## src/rtl/wc_pkg.sv

```systemverilog
package wc_pkg;
   typedef enum logic [1:0] {
      ACC_CACHED   = 2'd0,
      ACC_UNCACHED = 2'd1,
      ACC_IO       = 2'd2,
      ACC_WCLOAD   = 2'd3
   } acc_class_e;

   typedef enum logic {
      ST_IDLE  = 1'b0,
      ST_DRAIN = 1'b1
   } wc_state_e;
endpackage

```

## src/rtl/wc_line_store.sv

```systemverilog
module wc_line_store #(
   parameter int LINE_BYTES = 32,
   parameter int WORD_BYTES = 4,
   localparam int NWORDS    = LINE_BYTES / WORD_BYTES,
   localparam int WIDX_W    = $clog2(NWORDS)
) (
   input  logic                        clk,
   input  logic                        rst_n,
   input  logic                        wr_en,
   input  logic [WIDX_W-1:0]           wr_idx,
   input  logic [WORD_BYTES-1:0]       wr_be,
   input  logic [WORD_BYTES*8-1:0]     wr_data,
   input  logic                        clr_all,
   input  logic                        clr_en,
   input  logic [WIDX_W-1:0]           clr_idx,
   output logic [LINE_BYTES-1:0]       valid_o,
   output logic [LINE_BYTES*8-1:0]     data_o
);
   for (genvar b = 0; b < LINE_BYTES; b++) begin : g_byte
      localparam int WRD  = b / WORD_BYTES;
      localparam int LANE = b % WORD_BYTES;
      logic hit_wr, hit_clr;
      assign hit_wr  = wr_en && (wr_idx == WIDX_W'(WRD)) && wr_be[LANE];
      assign hit_clr = clr_all || (clr_en && (clr_idx == WIDX_W'(WRD)));

      always_ff @(posedge clk or negedge rst_n) begin
         if (!rst_n)       valid_o[b] <= 1'b0;
         else if (hit_clr) valid_o[b] <= 1'b0;
         else if (hit_wr)  valid_o[b] <= 1'b1;
      end

      always_ff @(posedge clk or negedge rst_n) begin
         if (!rst_n)      data_o[b*8 +: 8] <= '0;
         else if (hit_wr) data_o[b*8 +: 8] <= wr_data[LANE*8 +: 8];
      end
   end
endmodule

```

## src/rtl/wc_word_pick.sv

```systemverilog
module wc_word_pick #(
   parameter int LINE_BYTES = 32,
   parameter int WORD_BYTES = 4,
   localparam int NWORDS    = LINE_BYTES / WORD_BYTES,
   localparam int WIDX_W    = $clog2(NWORDS),
   localparam int WBITS     = WORD_BYTES * 8
) (
   input  logic [LINE_BYTES-1:0]   valid_i,
   input  logic [LINE_BYTES*8-1:0] data_i,
   output logic [WIDX_W-1:0]       idx_o,
   output logic [WORD_BYTES-1:0]   be_o,
   output logic [WBITS-1:0]        word_o
);
   logic [WBITS-1:0] raw;

   always_comb begin
      idx_o = '0;
      for (int w = NWORDS - 1; w >= 0; w--) begin
         if (|valid_i[w*WORD_BYTES +: WORD_BYTES]) idx_o = WIDX_W'(w);
      end
   end

   assign be_o = valid_i[idx_o*WORD_BYTES +: WORD_BYTES];
   assign raw  = data_i[idx_o*WBITS +: WBITS];

   for (genvar l = 0; l < WORD_BYTES; l++) begin : g_lane
      assign word_o[l*8 +: 8] = be_o[l] ? raw[l*8 +: 8] : 8'h00;
   end
endmodule

```

## src/rtl/wc_buffer.sv

```systemverilog
module wc_buffer
   import wc_pkg::*;
#(
   parameter int ADDR_W     = 32,
   parameter int LINE_BYTES = 32,
   parameter int WORD_BYTES = 4,
   localparam int NWORDS    = LINE_BYTES / WORD_BYTES,
   localparam int OFF_W     = $clog2(LINE_BYTES),
   localparam int WOFF_W    = $clog2(WORD_BYTES),
   localparam int WIDX_W    = $clog2(NWORDS),
   localparam int TAG_W     = ADDR_W - OFF_W,
   localparam int WBITS     = WORD_BYTES * 8,
   localparam int LINE_BITS = LINE_BYTES * 8
) (
   input  logic                  clk,
   input  logic                  rst_n,
   input  logic                  st_valid,
   output logic                  st_ready,
   input  logic [ADDR_W-1:0]     st_addr,
   input  logic [WBITS-1:0]      st_data,
   input  logic [WORD_BYTES-1:0] st_be,
   input  logic                  acc_valid,
   input  logic [1:0]            acc_class,
   input  logic [ADDR_W-1:0]     acc_addr,
   input  logic                  ser_evt,
   output logic                  bus_valid,
   input  logic                  bus_ready,
   output logic                  bus_burst,
   output logic [ADDR_W-1:0]     bus_addr,
   output logic [LINE_BITS-1:0]  bus_data,
   output logic [WORD_BYTES-1:0] bus_be
);
   if ((LINE_BYTES & (LINE_BYTES - 1)) != 0) begin : g_bad_line
      $error("LINE_BYTES must be a power of two");
   end
   if ((WORD_BYTES & (WORD_BYTES - 1)) != 0 || WORD_BYTES >= LINE_BYTES) begin : g_bad_word
      $error("WORD_BYTES must be a power of two below LINE_BYTES");
   end
   if (ADDR_W <= OFF_W) begin : g_bad_addr
      $error("ADDR_W too small for the line size");
   end

   wc_state_e             state_q;
   logic [TAG_W-1:0]      tag_q;
   logic [LINE_BYTES-1:0] valid_q;
   logic [LINE_BITS-1:0]  data_q;
   logic [LINE_BYTES-1:0] st_mask;
   logic [WIDX_W-1:0]     st_idx, pick_idx;
   logic [WORD_BYTES-1:0] pick_be;
   logic [WBITS-1:0]      pick_word;
   logic empty, full, st_hit, st_fire, bus_fire, flush_evt, load_miss, go_drain;
   acc_class_e            acc_kind;
   logic                  unused_addr_bits;

   assign unused_addr_bits = ^{acc_addr[OFF_W-1:0], st_addr[OFF_W-1:WOFF_W] & '0, st_addr[WOFF_W-1:0]};

   assign acc_kind  = acc_class_e'(acc_class);
   assign st_idx    = st_addr[OFF_W-1:WOFF_W];
   assign empty     = ~|valid_q;
   assign full      = &valid_q;
   assign st_hit    = (st_addr[ADDR_W-1:OFF_W] == tag_q);
   assign load_miss = (acc_addr[ADDR_W-1:OFF_W] != tag_q);

   always_comb begin
      flush_evt = ser_evt;
      if (acc_valid) begin
         unique case (acc_kind)
            ACC_UNCACHED, ACC_IO: flush_evt = 1'b1;
            ACC_WCLOAD:           flush_evt = flush_evt | load_miss;
            default:              ;
         endcase
      end
   end

   always_comb begin
      st_mask = '0;
      st_mask[st_idx*WORD_BYTES +: WORD_BYTES] = st_be;
   end

   assign st_ready = (state_q == ST_IDLE) && (empty || (st_hit && !flush_evt));
   assign st_fire  = st_valid && st_ready;
   assign go_drain = (st_fire && (&(valid_q | st_mask)))
                   || (!empty && (flush_evt || (st_valid && !st_hit)));

   always_ff @(posedge clk or negedge rst_n) begin
      if (!rst_n) begin
         state_q <= ST_IDLE;
      end else begin
         unique case (state_q)
            ST_IDLE:  if (go_drain) state_q <= ST_DRAIN;
            ST_DRAIN: if (empty)    state_q <= ST_IDLE;
            default:  state_q <= ST_IDLE;
         endcase
      end
   end

   always_ff @(posedge clk or negedge rst_n) begin
      if (!rst_n)                 tag_q <= '0;
      else if (st_fire && empty)  tag_q <= st_addr[ADDR_W-1:OFF_W];
   end

   wc_line_store #(.LINE_BYTES(LINE_BYTES), .WORD_BYTES(WORD_BYTES)) u_store (
      .clk     (clk),
      .rst_n   (rst_n),
      .wr_en   (st_fire),
      .wr_idx  (st_idx),
      .wr_be   (st_be),
      .wr_data (st_data),
      .clr_all (bus_fire && full),
      .clr_en  (bus_fire && !full),
      .clr_idx (pick_idx),
      .valid_o (valid_q),
      .data_o  (data_q)
   );

   wc_word_pick #(.LINE_BYTES(LINE_BYTES), .WORD_BYTES(WORD_BYTES)) u_pick (
      .valid_i (valid_q),
      .data_i  (data_q),
      .idx_o   (pick_idx),
      .be_o    (pick_be),
      .word_o  (pick_word)
   );

   assign bus_valid = (state_q == ST_DRAIN) && !empty;
   assign bus_fire  = bus_valid && bus_ready;
   assign bus_burst = full;
   assign bus_addr  = full ? {tag_q, {OFF_W{1'b0}}}
                           : {tag_q, pick_idx, {WOFF_W{1'b0}}};
   assign bus_data  = full ? data_q : LINE_BITS'(pick_word);
   assign bus_be    = full ? {WORD_BYTES{1'b1}} : pick_be;
endmodule

```

## config.mk

```make
export PLATFORM = sky130hd
export DESIGN_NAME = wc_buffer
export DESIGN_NICKNAME = d
export VERILOG_FILES = /design/src/rtl/wc_pkg.sv /design/src/rtl/wc_line_store.sv /design/src/rtl/wc_word_pick.sv /design/src/rtl/wc_buffer.sv
export SDC_FILE = /design/constraint.sdc
export NUM_CORES = 1
export LEC_CHECK = 0
export ABC_AREA = 1
export BUFFER_PORTS_ARGS = -buffer_cell sky130_fd_sc_hd__buf_2
export CAP_MARGIN = 0
export CORE_MARGIN = 3
export CORE_UTILIZATION = 40
export CTS_BUF_LIST = sky130_fd_sc_hd__clkbuf_16
export DETAILED_ROUTE_END_ITERATION = 8
export GPL_TIMING_DRIVEN = 1
export PLACE_DENSITY = 0.61
export SLEW_MARGIN = 40
export SYNTH_ARGS = -nofsm -noshare
export SYNTH_HDL_FRONTEND = slang
export SYNTH_SLANG_ARGS = --single-unit
```

## constraint.sdc

```tcl
create_clock -name clk -period 5.8 [get_ports clk]
set_input_delay 0.58 -clock clk [delete_from_list [all_inputs] [get_ports clk]]
set_output_delay 0.58 -clock clk [all_outputs]
set_load 0.03 [all_outputs]
```

==> impl_metrics.csv <==
group,metric,value,unit
clocking,path_clk_slew,0.06,ns
floorplan,die_y,226,um
global_route,grt.total_usage,28.5,%
placed_design,dp_hpwl,49800,um
finish,utilization,48.3,%
floorplan,dieArea,51000,sq um
synth,netlist_instances,2984,
critical_path,path_max_fanout,29,
status,failed_checks,"hold timing",
global_route,grt_overflow,0,
clocking,postCtsSetupBuffers,0,
drt,final_antenna_net_count,0,
placed_design,gp_congestion,0.924,
critical_path,worst_path_largest_cell_delay,0.50,ns
global_route,grt_pass1_wl,113000,um
floorplan,io_pins,403,
drt,num_vias,20400,
synth,postSynthRegisterBits,316,
floorplan,row_count,79,
critical_path,critical_path_class,"reg2out",
finish,fill_cells,4869,
drt,drt_iter0_markers,1861,
sta,setup_viol,0,
sta,setup_tns,0,ns
clocking,post_cts_resized,0,
synth,synth_top_area_share,40.9,%
synth,yosysUniqueCellTypes,33,
synth,synth_edf_count,0,
finish,area_delta_synth_final,17.9,%
critical_path,critPathArrivalTime,4.32,ns
global_route,grt_max_degree,134,
finish,finalNonFillerCells,3914,
critical_path,crit_slowest_cell,"nand2_1",
synth,synth_top_cells_by_area,"dfrtp_1 41%, nand2_1 21%, nand3_1 8.1%",
synth,yosysSeqAreaShare,40.9,%
critical_path,endpoint_kind,"primary output",
clocking,htreeDepth,2,
placed_design,placed_area,21500,sq um
synth,ys_top_cells_by_count,"1,060 x nand2_1, 401 x nor2_1, 385 x inv_1",
critical_path,start_kind,"flop",
job,max_cap_violations,0,
sta,max_freq,204,MHz
sta,period_share,84.5,%
finish,final_area,22800,sq um
synth,yosys.cell_count.top_type,"nand2_1",
placed_design,place_inst,3841,
global_route,grt_pass1_vias,19200,
sta,hold_slack,-0.0182,ns
min_path,hp-class,"in2async",
synth,synth_top_area_cell,"dfrtp_1",
synth,synthFlopType,"dfrtp_1",
synth,avgSynthCellArea,6.48,sq um
sta,rsz0062_at_grt,"false",
clocking,cts_tree,"built",
floorplan,core_area,47100,sq um
finish,nets,3394,
sta,drv_slew,0,
critical_path,crit_top_cell,"nand2_1",
sta,tightest_slew,0.889,ns
drt,drt_pass1_iterations,5,
drt,drc_errors,0,
sta,skew,0.0351,ns
clocking,cts_max_path_buffers,3,
sta,finalHoldViolCount,6,
critical_path,crit_chain,"inv_1 -> nand2_1 -> nor3_1 -> nand2_1 -> nand2_1 -> nand2_1 -> nand2_1 -> nand2_1 -> nand2_1 -> nand2_4 -> nor2_1 -> nand2_1 -> nand2_1 -> nor2_1 -> nor2_2 -> nand2_1 -> nand2_1 -> buf_2",
drt,wl_per_cell,19.0,um
status,outcome,"finished, violations left",
floorplan,die_w,226,um
synth,netlist_area,19300,sq um
critical_path,reg2reg_from,"u_store.valid_o[0]",
placed_design,port_buffers,393,
finish,drive_above_1_share,15.9,%
drt,viasPerCell,5.21,
critical_path,critical_path_required,5.22,ns
clocking,clkSinkCount,316,
sta,fin_crit,4.90,ns
sta,max-slew-margin-rel,40.7,%
synth,yosys_warnings,0,
floorplan,initial_utilization,41.0,%
drt,routed_wl,74300,um
clocking,insertion_delay,0.58,ns
synth,synth_async_sr_flop_share,100,%
critical_path,crit_start,"u_store.valid_o[25]",
clocking,cts_hold_buffers,0,
clocking,cts_buffers,39,
clocking,clockRootBuffer,"clkbuf_16",
global_route,antenna_found_initial,2,
## state kept, by name, summed over array words and instances (netlist names)
name,cells
u_store.data_o,256
tag_q,27
u_store.valid_o,32
state_q,1
## worst max-delay path: cells and delay by family (launching register included)
| kind | cells | cell delay [ns] |
|---|---|---|
| buf+inv | 2 | 0.35 |
| simple gates | 16 | 3.01 |
| flops | 1 | 0.42 |
## logic make-up after synthesis
group,count (synthesis),share of synthesized area (%)
and+or+nand+nor,1877,40.4
DFF,316,40.9
xor gates and xnor gates,14,0.634
other,1,0.0194
adders and majority gates,9,0.582
buffers and inverters,557,11.9
AOI/OAI and AO/OA,210,5.51
## layout make-up
type / instances / area (sq um) / area share [%]
Clock buffer: 41 / 1030 / 4.50
Inverter: 387 / 1460 / 6.42
Antenna cell: 1 / 2.50 / 0.0110
Sequential cell: 316 / 7910 / 34.7
Tap cell: 607 / 759 / 3.33
Clock inverter: 29 / 159 / 0.697
Timing Repair Buffer: 421 / 2300 / 10.1
Multi-Input combinational cell: 2112 / 9170 / 40.2
## per-layer routing
metal  wire [um]  up-vias  part of all wire (%)  track usage, %
met5          13        -                 0.017               0
met4        2030        2                   2.7            8.75
met3        5790      135                   7.8            5.20
met2       34300      859                    46            45.5
met1       32200     9693                    43            39.5
li1            -     9714                     -               -
## stage by stage
stage / hold WS (ns) / setup slack (ns)
6_report: -0.0182 / 0.896
5_1_grt: 0.0188 / 0.556
4_1_cts: 0.000655 / 0.912
3_5_place_dp: 0.458 / 1.52
3_3_place_gp: 0.454 / 1.54
2_1_floorplan: 0.284 / 2.54
## path summary, 6_finish.rpt
path                                       endpoint  slack (ns)  cells past startpoint
worst min-delay path                      tag_q[13]       -0.02                      1
min in group clk                           tag_q[2]        0.29                      3
worst max register to register   u_store.data_o[94]        1.54                     10
worst max-delay path                    bus_data[7]        0.90                     18
worst min register to register  u_store.data_o[148]        0.47                      2
max in group asynchronous        u_store.data_o[86]        4.53                      3
## cell usage in the layout, fill, tap and decap left out, types with 4 or more instances in the layout
cell	count
a21oi_1	8
buf_2	392
buf_4	18
clkbuf_16	41
clkinv_1	11
dfrtp_1	316
ha_1	9
inv_1	395
nand2_1	1058
nand2_2	30
nand3_1	311
nand4_1	35
nor2_1	399
nor2_2	5
nor2_4	4
nor2_8	7
nor3_1	16
nor4_1	5
o21ai_0	188
o21ai_1	6
xnor2_1	5
xor2_1	9
Power is left out: the tool's default activity adds up to more than one toggle a clock period on the data nets, which glitch-free logic cannot reach.
